$ cat config.mk
export PLATFORM = sky130hd
export DESIGN_NAME = pgwr_sequencer
export DESIGN_NICKNAME = d
export VERILOG_FILES = /design/src/rtl/pgwr_pkg.sv /design/src/rtl/pgwr_buffer.sv /design/src/rtl/pgwr_timer.sv /design/src/rtl/pgwr_ctrl.sv /design/src/rtl/pgwr_sequencer.sv
export SDC_FILE = /design/constraint.sdc
export NUM_CORES = 1
export LEC_CHECK = 0
export BUFFER_PORTS_ARGS = -buffer_cell sky130_fd_sc_hd__buf_2
export CORE_ASPECT_RATIO = 0.6
export CORE_MARGIN = 2
export CORE_UTILIZATION = 48
export CTS_CLUSTER_SIZE = 30
export DETAILED_ROUTE_END_ITERATION = 10
export PLACE_DENSITY = 0.77
export SYNTH_ARGS = -nofsm -noshare
export SYNTH_HDL_FRONTEND = slang
export SYNTH_SLANG_ARGS = --single-unit
$ cat constraint.sdc
create_clock -name clk -period 2.21 [get_ports clk]
set_input_delay 0.221 -clock clk [delete_from_list [all_inputs] [get_ports clk]]
set_output_delay 0.221 -clock clk [all_outputs]
set_load 0.1 [all_outputs]
$ cat src/rtl/pgwr_pkg.sv
package pgwr_pkg;

  typedef enum logic [2:0] {
    ST_IDLE,
    ST_LD_MEM,
    ST_LD_SR,
    ST_COMMIT,
    ST_WAIT
  } pg_state_t;

  // Protection decision from the two top address bits and the level code.
  function automatic logic prot_hit(input logic [1:0] top2, input logic [1:0] lvl);
    case (lvl)
      2'd0:    prot_hit = 1'b0;
      2'd1:    prot_hit = (top2 == 2'b11);
      2'd2:    prot_hit = top2[1];
      default: prot_hit = 1'b1;
    endcase
  endfunction

  // Slot index advance, wrapping inside the page.
  function automatic logic [7:0] slot_next(input logic [7:0] s, input int unsigned n);
    slot_next = (32'(s) + 1 >= n) ? 8'd0 : s + 8'd1;
  endfunction

endpackage

$ cat src/rtl/pgwr_buffer.sv
module pgwr_buffer #(
  parameter int ADDR_W     = 9,
  parameter int DATA_W     = 8,
  parameter int PAGE_BYTES = 4,
  localparam int SLOT_W    = $clog2(PAGE_BYTES),
  localparam int PAGE_W    = ADDR_W - SLOT_W
) (
  input  logic                  clk,
  input  logic                  rst_n,
  input  logic                  open,
  input  logic [ADDR_W-1:0]     base_addr,
  input  logic                  byte_we,
  input  logic [DATA_W-1:0]     byte_in,
  input  logic [SLOT_W-1:0]     rd_slot,
  output logic [DATA_W-1:0]     rd_data,
  output logic [PAGE_BYTES-1:0] vld_mask,
  output logic [PAGE_W-1:0]     page
);
  import pgwr_pkg::*;

  logic [SLOT_W-1:0]     ptr_q;
  logic [PAGE_W-1:0]     page_q;
  logic [PAGE_BYTES-1:0] vld_q;
  logic [DATA_W-1:0]     slot_q [PAGE_BYTES];

  always_ff @(posedge clk or negedge rst_n) begin
    if (!rst_n) begin
      ptr_q  <= '0;
      page_q <= '0;
    end else if (open) begin
      ptr_q  <= base_addr[SLOT_W-1:0];
      page_q <= base_addr[ADDR_W-1:SLOT_W];
    end else if (byte_we) begin
      ptr_q  <= SLOT_W'(slot_next(8'(ptr_q), PAGE_BYTES));
    end
  end

  for (genvar i = 0; i < PAGE_BYTES; i++) begin : g_slot
    always_ff @(posedge clk or negedge rst_n) begin
      if (!rst_n) begin
        vld_q[i]  <= 1'b0;
        slot_q[i] <= '0;
      end else if (open) begin
        vld_q[i]  <= 1'b0;
      end else if (byte_we && ptr_q == SLOT_W'(i)) begin
        vld_q[i]  <= 1'b1;
        slot_q[i] <= byte_in;
      end
    end
  end

  assign rd_data  = slot_q[rd_slot];
  assign vld_mask = vld_q;
  assign page     = page_q;

  AST_BYTE_MARKS_SLOT: assert property (@(posedge clk) disable iff (!rst_n)
    (byte_we && !open) |=> vld_q[$past(ptr_q)]);
  AST_PAGE_HELD: assert property (@(posedge clk) disable iff (!rst_n)
    (byte_we && !open) |=> $stable(page_q));

endmodule

$ cat src/rtl/pgwr_timer.sv
module pgwr_timer #(
  parameter int CYCLE_CLKS = 1000000,
  localparam int CNT_W     = $clog2(CYCLE_CLKS + 1)
) (
  input  logic clk,
  input  logic rst_n,
  input  logic load,
  output logic expire
);
  logic [CNT_W-1:0] cnt_q;
  logic             run_q;

  always_ff @(posedge clk or negedge rst_n) begin
    if (!rst_n) begin
      cnt_q <= '0;
      run_q <= 1'b0;
    end else if (load) begin
      cnt_q <= CNT_W'(CYCLE_CLKS - 1);
      run_q <= 1'b1;
    end else if (run_q) begin
      if (cnt_q == '0) run_q <= 1'b0;
      else             cnt_q <= cnt_q - 1'b1;
    end
  end

  assign expire = run_q && (cnt_q == '0);

  AST_TMR_STEP: assert property (@(posedge clk) disable iff (!rst_n)
    (run_q && cnt_q != '0 && !load) |=> (run_q && cnt_q == $past(cnt_q) - 1'b1));

endmodule

$ cat src/rtl/pgwr_ctrl.sv
module pgwr_ctrl #(
  parameter int DATA_W     = 8,
  parameter int PAGE_BYTES = 4,
  localparam int SLOT_W    = $clog2(PAGE_BYTES),
  localparam int BIT_W     = $clog2(DATA_W)
) (
  input  logic              clk,
  input  logic              rst_n,
  input  logic              wr_start,
  input  logic              sr_start,
  input  logic              byte_strobe,
  input  logic [DATA_W-1:0] byte_data,
  input  logic [BIT_W-1:0]  bit_cnt,
  input  logic              cs_rise,
  input  logic              wr_allowed,
  input  logic [1:0]        prot_lvl,
  input  logic              any_loaded,
  input  logic              tmr_expire,
  output logic              open_mem,
  output logic              buf_we,
  output logic              tmr_load,
  output logic              busy,
  output logic              done,
  output logic              commit_en,
  output logic [SLOT_W-1:0] slot,
  output logic              is_sr,
  output logic [1:0]        lvl_q,
  output logic [DATA_W-1:0] sr_byte
);
  import pgwr_pkg::*;

  pg_state_t         state_q, state_d;
  logic [SLOT_W-1:0] slot_q;
  logic              sr_got_q, is_sr_q, done_q;
  logic [DATA_W-1:0] sr_byte_q;
  logic [1:0]        lvl_r;
  logic              loading, have_data, on_boundary, go;

  assign loading     = (state_q == ST_LD_MEM) || (state_q == ST_LD_SR);
  assign have_data   = (state_q == ST_LD_MEM) ? any_loaded : sr_got_q;
  assign on_boundary = (bit_cnt == '0);
  assign go          = loading && cs_rise && on_boundary && have_data && wr_allowed;

  assign open_mem  = (state_q == ST_IDLE) && wr_start;
  assign buf_we    = (state_q == ST_LD_MEM) && byte_strobe && !cs_rise;
  assign tmr_load  = go;
  assign busy      = (state_q == ST_COMMIT) || (state_q == ST_WAIT);
  assign commit_en = (state_q == ST_COMMIT);

  always_comb begin
    state_d = state_q;
    case (state_q)
      ST_IDLE: begin
        if (wr_start)      state_d = ST_LD_MEM;
        else if (sr_start) state_d = ST_LD_SR;
      end
      ST_LD_MEM, ST_LD_SR: begin
        if (go)           state_d = ST_COMMIT;
        else if (cs_rise) state_d = ST_IDLE;
      end
      ST_COMMIT: begin
        if (tmr_expire)                          state_d = ST_IDLE;
        else if (slot_q == SLOT_W'(PAGE_BYTES-1)) state_d = ST_WAIT;
      end
      ST_WAIT:  if (tmr_expire) state_d = ST_IDLE;
      default:  state_d = ST_IDLE;
    endcase
  end

  always_ff @(posedge clk or negedge rst_n) begin
    if (!rst_n) begin
      state_q   <= ST_IDLE;
      slot_q    <= '0;
      sr_got_q  <= 1'b0;
      is_sr_q   <= 1'b0;
      sr_byte_q <= '0;
      lvl_r     <= '0;
      done_q    <= 1'b0;
    end else begin
      state_q <= state_d;
      done_q  <= busy && tmr_expire;
      if (state_q == ST_IDLE && sr_start && !wr_start) sr_got_q <= 1'b0;
      if (state_q == ST_LD_SR && byte_strobe && !cs_rise) begin
        sr_got_q  <= 1'b1;
        sr_byte_q <= byte_data;
      end
      if (go) begin
        slot_q  <= '0;
        is_sr_q <= (state_q == ST_LD_SR);
        lvl_r   <= prot_lvl;
      end else if (commit_en) begin
        slot_q  <= SLOT_W'(slot_next(8'(slot_q), PAGE_BYTES));
      end
    end
  end

  assign done    = done_q;
  assign slot    = slot_q;
  assign is_sr   = is_sr_q;
  assign lvl_q   = lvl_r;
  assign sr_byte = sr_byte_q;

  AST_MIDBYTE_ABORT: assert property (@(posedge clk) disable iff (!rst_n)
    (loading && cs_rise && !on_boundary) |=> (state_q == ST_IDLE));
  AST_DONE_SINGLE: assert property (@(posedge clk) disable iff (!rst_n)
    done |=> !done);
  AST_BUSY_NO_RESTART: assert property (@(posedge clk) disable iff (!rst_n)
    (busy && !tmr_expire) |=> busy);

endmodule

$ cat src/rtl/pgwr_sequencer.sv
module pgwr_sequencer #(
  parameter int ADDR_W     = 9,
  parameter int DATA_W     = 8,
  parameter int PAGE_BYTES = 4,
  parameter int CYCLE_CLKS = 1000000,
  localparam int SLOT_W    = $clog2(PAGE_BYTES),
  localparam int PAGE_W    = ADDR_W - SLOT_W,
  localparam int BIT_W     = $clog2(DATA_W)
) (
  input  logic              clk,
  input  logic              rst_n,
  input  logic              wr_start,
  input  logic              sr_start,
  input  logic [ADDR_W-1:0] start_addr,
  input  logic              byte_strobe,
  input  logic [DATA_W-1:0] byte_data,
  input  logic [BIT_W-1:0]  bit_cnt,
  input  logic              cs_rise,
  input  logic              wr_allowed,
  input  logic [1:0]        prot_lvl,
  output logic              mem_we,
  output logic [ADDR_W-1:0] mem_addr,
  output logic [DATA_W-1:0] mem_wdata,
  output logic              stat_we,
  output logic [1:0]        stat_bp,
  output logic              busy,
  output logic              done
);
  import pgwr_pkg::*;

  logic                  open_mem, buf_we, tmr_load, tmr_expire, commit_en, is_sr;
  logic [SLOT_W-1:0]     slot;
  logic [1:0]            lvl_q;
  logic [DATA_W-1:0]     sr_byte, rd_data;
  logic [PAGE_BYTES-1:0] vld_mask;
  logic [PAGE_W-1:0]     page;
  logic [ADDR_W-1:0]     slot_addr;
  logic                  slot_prot;

  pgwr_ctrl #(.DATA_W(DATA_W), .PAGE_BYTES(PAGE_BYTES)) u_ctrl (
    .clk(clk), .rst_n(rst_n), .wr_start(wr_start), .sr_start(sr_start),
    .byte_strobe(byte_strobe), .byte_data(byte_data), .bit_cnt(bit_cnt),
    .cs_rise(cs_rise), .wr_allowed(wr_allowed), .prot_lvl(prot_lvl),
    .any_loaded(|vld_mask), .tmr_expire(tmr_expire), .open_mem(open_mem),
    .buf_we(buf_we), .tmr_load(tmr_load), .busy(busy), .done(done),
    .commit_en(commit_en), .slot(slot), .is_sr(is_sr), .lvl_q(lvl_q),
    .sr_byte(sr_byte)
  );

  pgwr_buffer #(.ADDR_W(ADDR_W), .DATA_W(DATA_W), .PAGE_BYTES(PAGE_BYTES)) u_buf (
    .clk(clk), .rst_n(rst_n), .open(open_mem), .base_addr(start_addr),
    .byte_we(buf_we), .byte_in(byte_data), .rd_slot(slot), .rd_data(rd_data),
    .vld_mask(vld_mask), .page(page)
  );

  pgwr_timer #(.CYCLE_CLKS(CYCLE_CLKS)) u_tmr (
    .clk(clk), .rst_n(rst_n), .load(tmr_load), .expire(tmr_expire)
  );

  assign slot_addr = {page, slot};
  assign slot_prot = prot_hit(slot_addr[ADDR_W-1 -: 2], lvl_q);

  assign mem_we    = commit_en && !is_sr && vld_mask[slot] && !slot_prot;
  assign mem_addr  = slot_addr;
  assign mem_wdata = rd_data;
  assign stat_we   = commit_en && is_sr && (slot == '0);
  assign stat_bp   = sr_byte[3:2];

  AST_WE_IN_BUSY: assert property (@(posedge clk) disable iff (!rst_n)
    mem_we |-> busy);
  AST_WR_EXCL: assert property (@(posedge clk) disable iff (!rst_n)
    $onehot0({mem_we, stat_we}));
  AST_DONE_AFTER_BUSY: assert property (@(posedge clk) disable iff (!rst_n)
    done |-> (!busy && $past(busy)));
  AST_FULL_PROT_BLOCKS: assert property (@(posedge clk) disable iff (!rst_n)
    mem_we |-> (lvl_q != 2'd3));

endmodule

==> impl_metrics.yaml, run 1 <==
yosys:
  synth-seq-cells: 78
  synth_edf_count: 0
  async_flop_share: 1.00
  ys.flop_type: "dfrtp_1"
  synth-seq-area-share: 0.514
  syn_avg_cell_area_sq_um: 12.1
  synth_warnings: 0
  synthesis.area_sq_um: 3800
  synth_nets: 351
  ys_types: 50
  synth_cells: 314
cts:
  clkSinkCount: 78
  post_cts_buffers: 0
  path_clk_slew_ns: 0.06
  cts_inserted_buffers: 9
  cts_root_buf: "clkbuf_16"
  clk_latency_ns: 0.33
  cts.htree.levels: 3
  clk_path_buf_depth: 2
  cts_tree: "done"
die:
  core_sq_um: 7760
  die_area_sq_um: 8660
  start_util: 0.489
  die_h_microns: 72.9
  die_w_microns: 119
  core.rowCount: 25
  ios: 52
grt:
  gr-usage-all-layers: 0.203
  overflow: 0
  grt_max_degree: 41
  grt_pass1_vias: 2637
  grt_pass1_wl_microns: 13500
  grt_antenna_before_repair: 0
route:
  first_iter_violations: 112
  wl_per_cell_microns: 16.8
  ant_nets: 0
  viasPerCell: 5.43
  drt-total-wl_microns: 8230
  firstDrtPassIters: 4
  vias: 2654
  drc: 0
placement:
  pre_cts_ws_ns: 0.231
  dpl_cell_area_sq_um: 4250
  gp_congestion: 0.875
  placedCellCount: 472
  hpwlAfterDp_microns: 5940
  port_buffers: 51
power:
  vdd_ir_drop_max_mv: 1.22
  power_density_nw_per_um2: 1660
  p_leak_nw: 2.08
timing:
  setup_slack_ns: 0.0804
  max_freq_mhz: 470
  period_share: 0.964
  setup_viol: 0
  setup_tns_ns: 0
  clock-skew-final_ns: 0.00395
  hold_viol_final: 0
  slew_headroom: 0.629
  finalMaxSlewViolations: 0
  rsz0062_at_grt: "no"
  fin_crit_ns: 2.13
  worst_pin_slew_ns: 0.557
final_layout:
  antenna_cells: 0
  area_growth_syn_to_layout_pct: 20.6
  fillers: 655
  finalNetCount: 413
  final_cells: 489
  multi_input_area_sq_um: 1770
  ff_latch_area_sq_um: 1960
  design_area_sq_um: 4580
  drive_gt1_frac: 0.378
critical_path:
  endpoint_kind: "output port"
  startpoint_type: "flip-flop"
  worstPathArrival_ns: 1.91
  crit_type: "reg -> out"
  worst_ep_required_time_ns: 1.99
  critPathMaxFanout: 14
outcome:
  status: "complete, no violations"
hold_path:
  hold_class: "in -> reg"
run:
  maxCapViolCount: 0
## logic make-up (layout without fill, tap and decap cells)
kind of cell / Yosys count / count (layout) / synth area share
AOI/OAI and AO/OA: 31 / 31 / 0.0616
xor gates and xnor gates: 15 / 15 / 0.0346
adders and majority gates: 8 / 8 / 0.0264
buffers and inverters: 21 / 88 / 0.0227
DFF: 78 / 78 / 0.514
muxes: 56 / 56 / 0.192
and+or+nand+nor: 105 / 105 / 0.149
## where the power goes
group / internal, W / switching, W / total, W
sequential: 0.00201 / 0.000568 / 0.00258
combinational: 0.00108 / 0.00249 / 0.00357
clock: 0.000905 / 0.000556 / 0.00146
total: 0.00400 / 0.00362 / 0.00762
## timing repair
action                                  CTS  global route
endpoints found under the setup margin    3             0
hold buffers                              1             0
hold endpoints to repair                 39             0
resized for setup                         4             0
## state kept, by name (all words and copies together), names as in the netlist
| signal | count |
|---|---|
| u_buf.page | 7 |
| u_buf.ptr_q | 2 |
| u_buf.slot_q | 32 |
| u_buf.vld_mask | 4 |
| u_ctrl.done | 1 |
| u_ctrl.is_sr | 1 |
| u_ctrl.lvl_q | 2 |
| u_ctrl.slot | 2 |
| u_ctrl.sr_byte | 2 |
| u_ctrl.sr_got_q | 1 |
| u_ctrl.state_q | 3 |
| u_tmr.cnt_q | 20 |
| u_tmr.run_q | 1 |
## area by class of cell
cell class                      instances  area share
Clock buffer                           11      0.0530
Clock inverter                          5      0.0128
Inverter                               10     0.00820
Multi-Input combinational cell        215       0.387
Sequential cell                        78       0.427
Tap cell                              108      0.0295
Timing Repair Buffer                   62      0.0820
## cells in the mapped netlist, drive strengths merged (4+ instances only)
cell type / number / share of area
mux2: 44 / 0.13
a21oi: 9 / 0.012
o21ai: 5 / 0.0066
nor3: 8 / 0.014
xor2: 5 / 0.012
mux4: 9 / 0.053
clkbuf: 8 / 0.0079
or4: 4 / 0.0089
nand2: 36 / 0.036
ha: 8 / 0.026
nor2: 24 / 0.024
xnor2: 10 / 0.023
dfrtp: 78 / 0.51
nor4: 6 / 0.0099
inv: 10 / 0.0099
## through the flow
| stage | util | hold slack [ns] | power (W) |
|---|---|---|---|
| 3_5_place_dp | 0.548 | 0.234 | 0.00615 |
| 6_report | 0.590 | 0.123 | 0.00762 |
| 2_1_floorplan | - | -0.0746 | 0.00543 |
| 5_1_grt | 0.590 | 0.113 | 0.00801 |
| 4_1_cts | 0.590 | 0.118 | 0.00766 |
| 3_3_place_gp | 0.548 | 0.230 | 0.00602 |
## worst max-delay path: stages, from the launching register on
cell,delay (ns)
dfrtp_4,0.57
mux4_2,0.55
and4b_2,0.28
buf_12,0.17
## routing by layer
| layer | vias up | part of all wire | global-route usage |
|---|---|---|---|
| met5 | - | 0 | 0 |
| met4 | 0 | 0.0083 | 0.0556 |
| met3 | 6 | 0.057 | 0.0516 |
| met2 | 75 | 0.46 | 0.306 |
| met1 | 1313 | 0.48 | 0.294 |
| li1 | 1260 | - | - |
## final timing paths
kind	to	slack (ns)	cells past startpoint	from
max reg2reg	u_ctrl.state_q[0]	0.22	5	u_tmr.cnt_q[16]
min in group asynchronous	u_tmr.cnt_q[19]	0.42	2	rst_n
max in group asynchronous	u_ctrl.slot[0]	1.20	3	rst_n
min	u_buf.page[2]	0.12	2	start_addr[4]
min reg2reg	u_buf.slot_q[0]	0.50	1	u_buf.slot_q[0]
max	mem_we	0.08	3	u_ctrl.slot[0]
## cell usage in the layout (no fill, tap or decap), types with 2 or more instances in the layout
cell,instances
nor2_1,23
and3_1,2
inv_1,10
o21ai_0,5
xnor2_1,10
a211oi_1,2
mux4_2,9
ha_1,8
buf_4,12
and4b_2,2
and2b_2,2
nor2b_1,3
nand4_1,3
nand3b_1,2
a21oi_1,9
nand3_1,3
nor3_1,7
o211ai_1,2
clkinvlp_4,2
a31oi_1,2
o31ai_1,2
clkbuf_16,9
nor4_1,6
buf_2,47
mux2i_1,3
buf_12,2
mux2_2,44
dfrtp_1,77
xor2_1,5
nand2_1,36
or4_1,3
Power figures use the tool's default switching activity.
==> inputs of run 2 (changes only) <==
--- a/config.mk
+++ b/config.mk
@@ -12,6 +12,7 @@
 export CTS_CLUSTER_SIZE = 30
 export DETAILED_ROUTE_END_ITERATION = 10
 export PLACE_DENSITY = 0.77
+export RECOVER_POWER = 50
 export SYNTH_ARGS = -nofsm -noshare
 export SYNTH_HDL_FRONTEND = slang
 export SYNTH_SLANG_ARGS = --single-unit
==> run 2 against run 1 <==
  * First-iteration DRC count up 17%
  * Combinational power is essentially flat
  * Largest cell class unchanged
  * Via count is 0.53% higher
  * Worst hold slack about the same
  * Maximum frequency barely moved
  * Setup slack about the same
  * Register-to-register slack got worse by 0.04 ns
  * Total power down 0.35%
  * Sequential power is essentially flat
  * Flip-flop and latch count is the same
  * Core utilization down 0.39 points
==> impl_metrics.yaml, run 2 (synthesized netlist as in run 1, its figures left out) <==
outcome:
  status: "complete, no violations"
timing:
  slew_headroom: 0.204
  max_freq_mhz: 470
  hold_viol_final: 0
  clock-skew-final_ns: 0.00402
  worst_pin_slew_ns: 1.20
  rsz0062_at_grt: "no"
  period_share: 0.964
  setup_viol: 0
  fin_crit_ns: 2.13
  setup_tns_ns: 0
  finalMaxSlewViolations: 0
grt:
  gr-usage-all-layers: 0.203
  grt_antenna_before_repair: 0
  overflow: 0
  grt_max_degree: 41
  grt_pass1_vias: 2637
  grt_pass1_wl_microns: 13500
die:
  die_h_microns: 72.9
  core_sq_um: 7760
  start_util: 0.489
  die_w_microns: 119
  die_area_sq_um: 8660
  ios: 52
  core.rowCount: 25
placement:
  port_buffers: 51
  placedCellCount: 472
  gp_congestion: 0.875
  hpwlAfterDp_microns: 5940
final_layout:
  area_growth_syn_to_layout_pct: 19.8
  final_common_cell: "dfrtp_1"
  layout_common_cells: "dfrtp_1 (77), mux2_2 (44), buf_2 (38)"
  finalNetCount: 413
  antenna_cells: 0
  largest_reg_flops: 32
  drive_gt1_frac: 0.352
  top_register: "u_buf.slot_q"
  final_cells: 489
critical_path:
  r2r_cells: 5
  worst_ep_required_time_ns: 1.99
  cp-startpoint: "u_ctrl.slot[0]"
  critPathMaxFanout: 14
  ff2ff_setup_slack_ns: 0.18
  worstPathArrival_ns: 1.91
  r2r-end: "u_ctrl.state_q[0]"
  crit_type: "reg -> out"
  startpoint_type: "flip-flop"
  endpoint: "mem_we"
  r2r_start: "u_tmr.cnt_q[16]"
  endpoint_kind: "output port"
hold_path:
  hold_class: "in -> reg"
cts:
  clk_path_buf_depth: 2
  path_clk_slew_ns: 0.06
  clk_latency_ns: 0.33
  cts.htree.levels: 3
  cts_root_buf: "clkbuf_16"
  cts_inserted_buffers: 9
  cts_tree: "done"
  clkSinkCount: 78
power:
  p_leak_nw: 2.04
  vdd_ir_drop_max_mv: 1.22
  power_density_nw_per_um2: 1670
route:
  viasPerCell: 5.46
  wl_per_cell_microns: 16.8
  ant_nets: 0
  drt-total-wl_microns: 8210
  vias: 2668
  firstDrtPassIters: 4
  first_iter_violations: 131
  drc: 0
run:
  maxCapViolCount: 0
run 2: cell count changes in the layout (fill, tap and decap cells not counted), sizes merged:
| cell | delta |
|---|---|
| buf | -12 |
| clkbuf | +12 |
run 2: worst min-delay path by stage:
stage | slack [ns] | start | endpoint | depth (start not counted)
4_1_cts | 0.12 | start_addr[8] | u_buf.page[6] | 2
3_5_place_dp | 0.23 | rst_n | u_tmr.cnt_q[19] | 1
2_1_floorplan | -0.07 | rst_n | u_buf.page[0] | 0
5_1_grt | 0.11 | start_addr[8] | u_buf.page[6] | 2
6_report | 0.12 | start_addr[4] | u_buf.page[2] | 2
3_3_place_gp | 0.23 | rst_n | u_tmr.cnt_q[19] | 1
run 2: power by group:
part | switching (W) | total, W | internal (W)
Sequential | 0.000570 | 0.00258 | 0.00201
Combinational | 0.00249 | 0.00355 | 0.00105
Clock | 0.000557 | 0.00146 | 0.000905
run 2: timing repair:
item,4_1_cts,5_1_grt
gates resized for setup,4,0
endpoints found under the setup margin,3,0
hold buffers,1,0
endpoints found under the hold margin,39,0
buffers inserted,0,0
run 2: cell type report:
class	instances	area [sq um]
fillers	658	3210
flip-flops and latches	78	1960
multi-input cells	215	1770
repair buffers	62	345
clock buffers	11	243
well taps	108	135
clock inverters	5	58.8
inverters	10	37.5
run 2: critical path: stages (launching register included):
cell,delay (ns)
dfrtp_4,0.57
mux4_2,0.55
and4b_2,0.28
buf_12,0.17
run 2: stage by stage:
step / power [W] / util / cell area, sq um / hold WS [ns] / worst slack (ns)
2_1_floorplan: 0.00543 / - / 3810 / -0.0746 / 0.0376
3_3_place_gp: 0.00602 / 0.548 / 4250 / 0.230 / 0.301
3_5_place_dp: 0.00615 / 0.548 / 4250 / 0.234 / 0.231
4_1_cts: 0.00766 / 0.590 / 4580 / 0.118 / 0.0599
5_1_grt: 0.00798 / 0.586 / 4550 / 0.113 / 0.0325
6_report: 0.00759 / 0.586 / 4550 / 0.123 / 0.0801
run 2: metal layers:
| metal | up-vias | share of wire | global-route usage |
|---|---|---|---|
| li1 | 1261 | - | - |
| met5 | - | 0 | 0 |
| met1 | 1315 | 0.48 | 0.294 |
| met4 | 0 | 0.0083 | 0.0556 |
| met2 | 86 | 0.46 | 0.306 |
| met3 | 6 | 0.056 | 0.0516 |
